<file path="src/rtl/tw_cmul_pkg.sv">
package tw_cmul_pkg;

   localparam real PI_C = 3.14159265358979323846;

   // Cosine by power series; the argument is kept inside [-pi, pi].
   function automatic real series_cos(input real x);
      real acc;
      real term;
      real xx;
      acc  = 1.0;
      term = 1.0;
      xx   = x * x;
      for (int k = 1; k <= 24; k++) begin
         term = -term * xx / real'((2 * k - 1) * (2 * k));
         acc  = acc + term;
      end
      return acc;
   endfunction

   // Signed table code for entry idx of a depth-entry full turn.
   function automatic int cos_code(input int idx, input int depth, input int coef_w);
      real ang;
      real v;
      int  full;
      int  r;
      ang = 2.0 * PI_C * real'(idx) / real'(depth);
      if (ang > PI_C) ang = ang - 2.0 * PI_C;
      full = 1 << (coef_w - 1);
      v    = series_cos(ang) * real'(full);
      if (v >= 0.0) r = $rtoi(v + 0.5);
      else          r = -$rtoi(0.5 - v);
      if (r > full - 1) r = full - 1;
      if (r < -full)    r = -full;
      return r;
   endfunction

endpackage

</file>
<file path="src/rtl/tw_cos_rom.sv">
module tw_cos_rom #(
   parameter int IDX_W  = 6,
   parameter int COEF_W = 10
) (
   input  logic [IDX_W-1:0]         idx,
   output logic signed [COEF_W-1:0] w_re,
   output logic signed [COEF_W-1:0] w_im
);
   import tw_cmul_pkg::*;

   localparam int DEPTH = 1 << IDX_W;
   localparam logic [IDX_W-1:0] QUAD = IDX_W'(DEPTH / 4);

   if (IDX_W < 2)  $error("tw_cos_rom: IDX_W must be at least 2");
   if (COEF_W < 3) $error("tw_cos_rom: COEF_W must be at least 3");

   logic signed [COEF_W-1:0] tab [DEPTH];

   for (genvar g = 0; g < DEPTH; g++) begin : g_tab
      localparam int CODE = cos_code(g, DEPTH, COEF_W);
      assign tab[g] = COEF_W'(CODE);
   end

   // Sine component: same table, a quarter turn ahead (wraps in IDX_W bits)
   logic [IDX_W-1:0] idx_im;
   assign idx_im = idx + QUAD;

   assign w_re = tab[idx];
   assign w_im = tab[idx_im];

endmodule

</file>
<file path="src/rtl/tw_round_mult.sv">
module tw_round_mult #(
   parameter int A_W = 14,
   parameter int B_W = 10
) (
   input  logic signed [A_W-1:0] a,
   input  logic signed [B_W-1:0] b,
   output logic signed [A_W-1:0] r
);
   localparam int P_W   = A_W + B_W;
   localparam int KEEPH = P_W - 2;
   localparam int KEEPL = B_W - 1;
   localparam int RBIT  = B_W - 2;

   if (B_W < 3)   $error("tw_round_mult: B_W must be at least 3");
   if (A_W < B_W) $error("tw_round_mult: A_W must not be below B_W");

   logic signed [P_W-1:0] prod;
   logic [A_W-1:0]        keep;
   logic                  unused_bits;

   assign prod = P_W'(a) * P_W'(b);

   // Drop the redundant sign bit and the fraction of b; round half up.
   assign keep        = prod[KEEPH:KEEPL];
   assign r           = keep + A_W'(prod[RBIT]);
   assign unused_bits = ^{prod[P_W-1], prod[RBIT-1:0]};

endmodule

</file>
<file path="src/rtl/twiddle_cmul.sv">
module twiddle_cmul #(
   parameter int DATA_W = 14,
   parameter int COEF_W = 10,
   parameter int IDX_W  = 6
) (
   input  logic signed [DATA_W-1:0] smp_re,
   input  logic signed [DATA_W-1:0] smp_im,
   input  logic [IDX_W-1:0]         tw_idx,
   output logic signed [DATA_W-1:0] res_re,
   output logic signed [DATA_W-1:0] res_im
);
   localparam int LANES = 4;

   if (DATA_W < COEF_W) $error("twiddle_cmul: DATA_W must not be below COEF_W");

   logic signed [COEF_W-1:0] w_re;
   logic signed [COEF_W-1:0] w_im;

   tw_cos_rom #(.IDX_W(IDX_W), .COEF_W(COEF_W)) u_rom (
      .idx  (tw_idx),
      .w_re (w_re),
      .w_im (w_im)
   );

   // Lanes: 0 re*re, 1 im*im, 2 im*re, 3 re*im
   logic signed [DATA_W-1:0] lane_a [LANES];
   logic signed [COEF_W-1:0] lane_b [LANES];
   logic signed [DATA_W-1:0] lane_r [LANES];

   assign lane_a[0] = smp_re;
   assign lane_a[1] = smp_im;
   assign lane_a[2] = smp_im;
   assign lane_a[3] = smp_re;
   assign lane_b[0] = w_re;
   assign lane_b[1] = w_im;
   assign lane_b[2] = w_re;
   assign lane_b[3] = w_im;

   for (genvar l = 0; l < LANES; l++) begin : g_lane
      tw_round_mult #(.A_W(DATA_W), .B_W(COEF_W)) u_mul (
         .a (lane_a[l]),
         .b (lane_b[l]),
         .r (lane_r[l])
      );
   end

   assign res_re = lane_r[0] - lane_r[1];
   assign res_im = lane_r[2] + lane_r[3];

endmodule

</file>
<file path="config.mk">
export PLATFORM = sky130hd
export DESIGN_NAME = twiddle_cmul
export DESIGN_NICKNAME = d
export VERILOG_FILES = /design/src/rtl/tw_cmul_pkg.sv /design/src/rtl/tw_cos_rom.sv /design/src/rtl/tw_round_mult.sv /design/src/rtl/twiddle_cmul.sv
export SDC_FILE = /design/constraint.sdc
export NUM_CORES = 2
export LEC_CHECK = 0
export BUFFER_PORTS_ARGS = -buffer_cell sky130_fd_sc_hd__buf_2
export CAP_MARGIN = 20
export CORE_MARGIN = 8
export CORE_UTILIZATION = 50
export DETAILED_ROUTE_END_ITERATION = 6
export GPL_TIMING_DRIVEN = 0
export PLACE_DENSITY = 0.66
export SYNTH_ARGS = -nofsm -noshare
export SYNTH_HDL_FRONTEND = slang
export SYNTH_SLANG_ARGS = --single-unit
</file>
<file path="constraint.sdc">
create_clock -name vclk -period 28.4
set_clock_uncertainty 0.1 [all_clocks]
set_input_delay 5.68 -clock vclk [all_inputs]
set_output_delay 5.68 -clock vclk [all_outputs]
set_load 0.02 [all_outputs]
</file>
=== Word level (Yosys, flattened, before mapping) ===
Memories as Yosys holds them, arrays and structs flattened.
Cells that the tools add are included.

* ROM bits: 1,280
* Memories kept: 2
* Word-level logic and storage cells: 21
* Register bits: 0
* Bits of input ports: 34
* Output and inout port bits: 28

{| class="wikitable"
|+ Memory list
! name !! depth !! width !! read ports !! clocked after Yosys merged registers in !! wr ports !! line !! source
|-
| (no name shown) || 64 || 10 || 1 || 0 || 0 || tw_cos_rom.sv:28 || <nowiki>assign w_re = tab[idx];</nowiki>
|-
| (no name shown) || 64 || 10 || 1 || 0 || 0 || tw_cos_rom.sv:29 || <nowiki>assign w_im = tab[idx_im];</nowiki>
|}

* Bitwise operators: 2
* Multiply operators: 4
* Order comparisons: 2
* Multiplexer cells: 4
* Add/subtract/negate cells: 7

{| class="wikitable"
|+ Operators by type and width
! cell !! count
|-
| multiplier 14 x 10 -> 23 bit || 4
|-
| adder 14 x 1 -> 14 bit || 4
|-
| two-way mux 10 bit || 4
|-
| adder 14 bit || 1
|-
| greater-or-equal comparator 7 bit, second input constant || 2
|-
| inverter 6 -> 7 bit || 2
|-
| subtractor 14 bit || 1
|-
| adder 6 x 5 -> 6 bit, second input constant || 1
|}

=== Depth between registers and ports, before layout ===
* Depth in word-level cells: 8
* Mapped depth: 46
* Depth with buffers taken out: 42

=== Modules after synthesis ===
Synthesis repeated with hierarchy kept, for this count alone.

* Cell total of the unflattened synthesis: 2,863
* Area, all modules: 23,973.0 sq um

{| class="wikitable"
|+ Modules (own cells, without submodules)
! module !! instances !! area each (sq um) !! cells an instance !! seq. area each (sq um)
|-
| tw_round_mult (g_lane[0].u_mul) || 1 || 5,311.3 || 618 || 0.0
|-
| tw_round_mult (g_lane[3].u_mul) || 1 || 5,305.1 || 618 || 0.0
|-
| tw_round_mult (g_lane[1].u_mul) || 1 || 5,271.3 || 614 || 0.0
|-
| tw_round_mult (g_lane[2].u_mul) || 1 || 5,247.5 || 608 || 0.0
|-
| twiddle_cmul || 1 || 1,420.1 || 200 || 0.0
|-
| tw_cos_rom || 1 || 1,417.6 || 205 || 0.0
|}

=== Worst setup path after synthesis ===
OpenSTA, ideal clock, no wires.

* Path type: input to output
* Start point: input port tw_idx[3]
* End point: output port res_re[13]
* Path buffers: 7
* Data required time: 22.620 ns
* Slack: 8.168 ns
* Stages on the path: 44
* Arrival: 14.452 ns
* Path through: buf_2 -> buf_2 -> buf_2 -> clkbuf_1 -> clkbuf_1 -> nand2_1 -> o21ai_0 -> mux4_2 -> clkbuf_1 -> clkbuf_1 -> nand2_1 -> fa_1 -> inv_1 -> fa_1 -> inv_1 -> fa_1 -> inv_1 -> fa_1 -> [... 8 more ...] -> a31oi_1 -> nor2b_1 -> o41a_1 -> o22a_1 -> xnor2_1 -> ha_1 -> inv_1 -> ha_1 -> xnor2_1 -> xnor2_1 -> xnor2_1 -> xnor2_1 -> xnor2_1 -> xnor2_1 -> xnor2_1 -> xnor2_1 -> xnor2_1 -> xnor2_1

* Cells in the longest elaborated chain, start to end: 8
* Elaborated cells between the ends (all ways): 14
* Those cells by class: 4 x add/sub; 2 x mul; 4 x mux; 2 x bitwise; 2 x memory

{| class="wikitable"
|+ RTL lines
! what !! line !! source
|-
| start, declared || twiddle_cmul.sv:8 || <nowiki>input logic [IDX_W-1:0] tw_idx,</nowiki>
|-
| adder 6 x 5 -> 6 bit || tw_cos_rom.sv:26 || <nowiki>assign idx_im = idx + QUAD;</nowiki>
|-
| inverter 6 -> 7 bit (implied by the code) || tw_cos_rom.sv:29 ||
|-
| memory read (64 x 10 bit) || n/a ||
|-
| two-way mux 10 bit (implied by the code) (2 in a row) || tw_cos_rom.sv:29 ||
|-
| multiplier 14 x 10 -> 23 bit || tw_round_mult.sv:21 || <nowiki>assign prod = P_W'(a) * P_W'(b);</nowiki>
|-
| adder 14 x 1 -> 14 bit || tw_round_mult.sv:25 || <nowiki>assign r = keep + A_W'(prod[RBIT]);</nowiki>
|-
| subtractor 14 bit (*) || twiddle_cmul.sv:47 || <nowiki>assign res_re = lane_r[0] - lane_r[1];</nowiki>
|-
| end, declared || twiddle_cmul.sv:9 || <nowiki>output logic signed [DATA_W-1:0] res_re,</nowiki>
|}

Every way passes the cells marked *; elsewhere a longest branch is shown, timed or not. The select of a mux whose other input is x is not followed.

=== Final worst setup path ===
* Start point: input port tw_idx[0]
* End point: output port res_re[13]

The elaborated chain is that of the path after synthesis.

==> run summary <==
status: completed
DIE HEIGHT: 226 µm
Final Hold Fails: 0
footprint of the multi-input gates: 19,200 µm²
initial antenna violation count: 1
Setup TNS: 0 ns
share of layout cells above drive strength 1: 0.0393
vias in the first global route: 18.2k
Die ar.: 50,900 µm²
DIE WIDTH: 226 µm
highest metal layer with signal wires: met5
sequential area share after synthesis: 0
Worst Hold Class: in -> out
Syn Nets: 3,342
# nets final: 3,383
dpl cell area: 22,900 µm²
HPWL after DPL: 49,900 µm
crit path max fanout: 10
Worst Hold Depth: 6
Cells after Synth: 2,557
Rel. slew slack: 0.281
largest net degree at the start of global routing: 12
I/O pins: 62
first-pass GRT wire length: 98,300 µm
Post-CTS Hold Buffers: 0
initial drt markers: 1,427
crit-path leading delay family: adder cells
Starting Density: 0.501
antenna-violating nets left: 0
CP arrival: 17.19 ns
dpl ws: 5.51 ns
critical path type: in -> out
Max-Cap Viols: 0
CORE AREA: 43,800 µm²
fmax: 0.0435 GHz
Crit path top cell by count: xnor2_1
GR Util All Layers: 0.248
crit-path max cell delay: 0.64 ns
WL per Instance: 19.2 µm
minimum clock period: 22.97 ns
Reg area: 0 µm²
Setup violations, final: 0
total gr overflow: 0
Final Wtd Congestion: 0.971
cell row count: 77
Fill cells: 4,190
sequential cells: 0
Area Overhead vs Synth: 4.28%
DRC viols: 0
fin worst setup slack: 5.43 ns
met2 wire length: 27,700 µm
Via Count: 17.4k
crit end category: output port
WL final: 61,100 µm
CP Launch Type: primary input
Post-CTS Setup Repair Bufs: 0
Yosys warnings: 0
slowest CP cell: o21ai_1
CP required: 22.62 ns
Final Non-Filler Cells: 3,188
DR WL met3: 6210 µm
Design Area, Final: 22,900 µm²
Metal-1 WL: 24,100 µm
synthesized area per cell: 8.59 µm²
crit path buf inv count: 12
worst-margin pin slew: 1.08 ns
commonest non-fill, non-tap cell in the layout: inv_1
drt via density: 5.46
Cell Count Post-Placement: 3,186
CP Depth: 45
Slew Viols, Final: 0
clock buffer count: 0
DR pass1 iterations: 5
RSZ-0062 raised after global routing: no
post-synthesis cell type count: 72
ranking of synthesized cells by area: fa_1 43%, ha_1 16%, inv_1 10%, nand2_1 6.0%, and2_1 5.0%
post-cts resize count: 0
Netlist Area Pre-Place: 22,000 µm²
period utilisation layout: 0.809
port bufs: 37
Yosys top cell by area: fa_1
most frequent cells in the layout: 600 x inv_1, 477 x fa_1, 349 x nand2_1
n_diodes: 0
area share of the largest cell type after synthesis: 0.435
## synth_stat cells (3+ instances only)
cell	number
nand2_1	349
o32ai_1	3
clkbuf_1	95
o21ai_0	40
buf_2	6
nand4_1	8
fa_1	477
or3_1	8
a21o_1	26
or2_2	29
mux4_2	10
o22ai_1	3
a221oi_1	3
and3_1	13
xor2_1	33
inv_1	600
nor3_1	18
o21a_1	11
mux2i_1	7
buf_6	3
nor2_1	93
a21boi_0	5
buf_1	22
and2_1	176
nand3_1	10
nor2b_1	22
a21oi_1	53
xnor2_1	79
nand2b_1	7
a31oi_1	7
a211oi_1	4
o21bai_1	8
ha_1	274
o211ai_1	3
## routing by layer
metal | GRT usage | vias up
met5 | 0 | -
met4 | 0.0987 | 2
met3 | 0.0451 | 150
met2 | 0.399 | 788
met1 | 0.330 | 8723
li1 | - | 7737
## per-stage QoR
| stage | hold slack [ns] | utilization |
|---|---|---|
| 5_1_grt | 12.26 | 0.523 |
| 3_5_place_dp | 12.20 | 0.522 |
| 3_3_place_gp | 12.21 | 0.522 |
| 2_1_floorplan | 11.90 | - |
| 4_1_cts | 12.20 | 0.522 |
| 6_report | 12.19 | 0.523 |
## worst paths after layout
path,startpoint,endpoint,slack (ns)
worst max-delay path,tw_idx[0],res_re[13],5.43
worst min-delay path,smp_re[13],res_im[13],12.19
## layout make-up
| cell class | instances | area share |
|---|---|---|
| Buffer | 127 | 0.0223 |
| Inverter | 600 | 0.0983 |
| Multi-Input combinational cell | 1830 | 0.838 |
| Tap cell | 592 | 0.0323 |
| Timing Repair Buffer | 39 | 0.00874 |
## logic make-up after synthesis
family	after synthesis	share of synthesized area
xor gates and xnor gates	113	0.0457
and+or+nand+nor	750	0.163
adders and majority gates	751	0.591
buffers and inverters	727	0.126
muxes	19	0.0145
AOI/OAI and AO/OA	197	0.0600
Power is left out: the tool's default activity adds up to more than one toggle a clock period on the data nets, which glitch-free logic cannot reach.
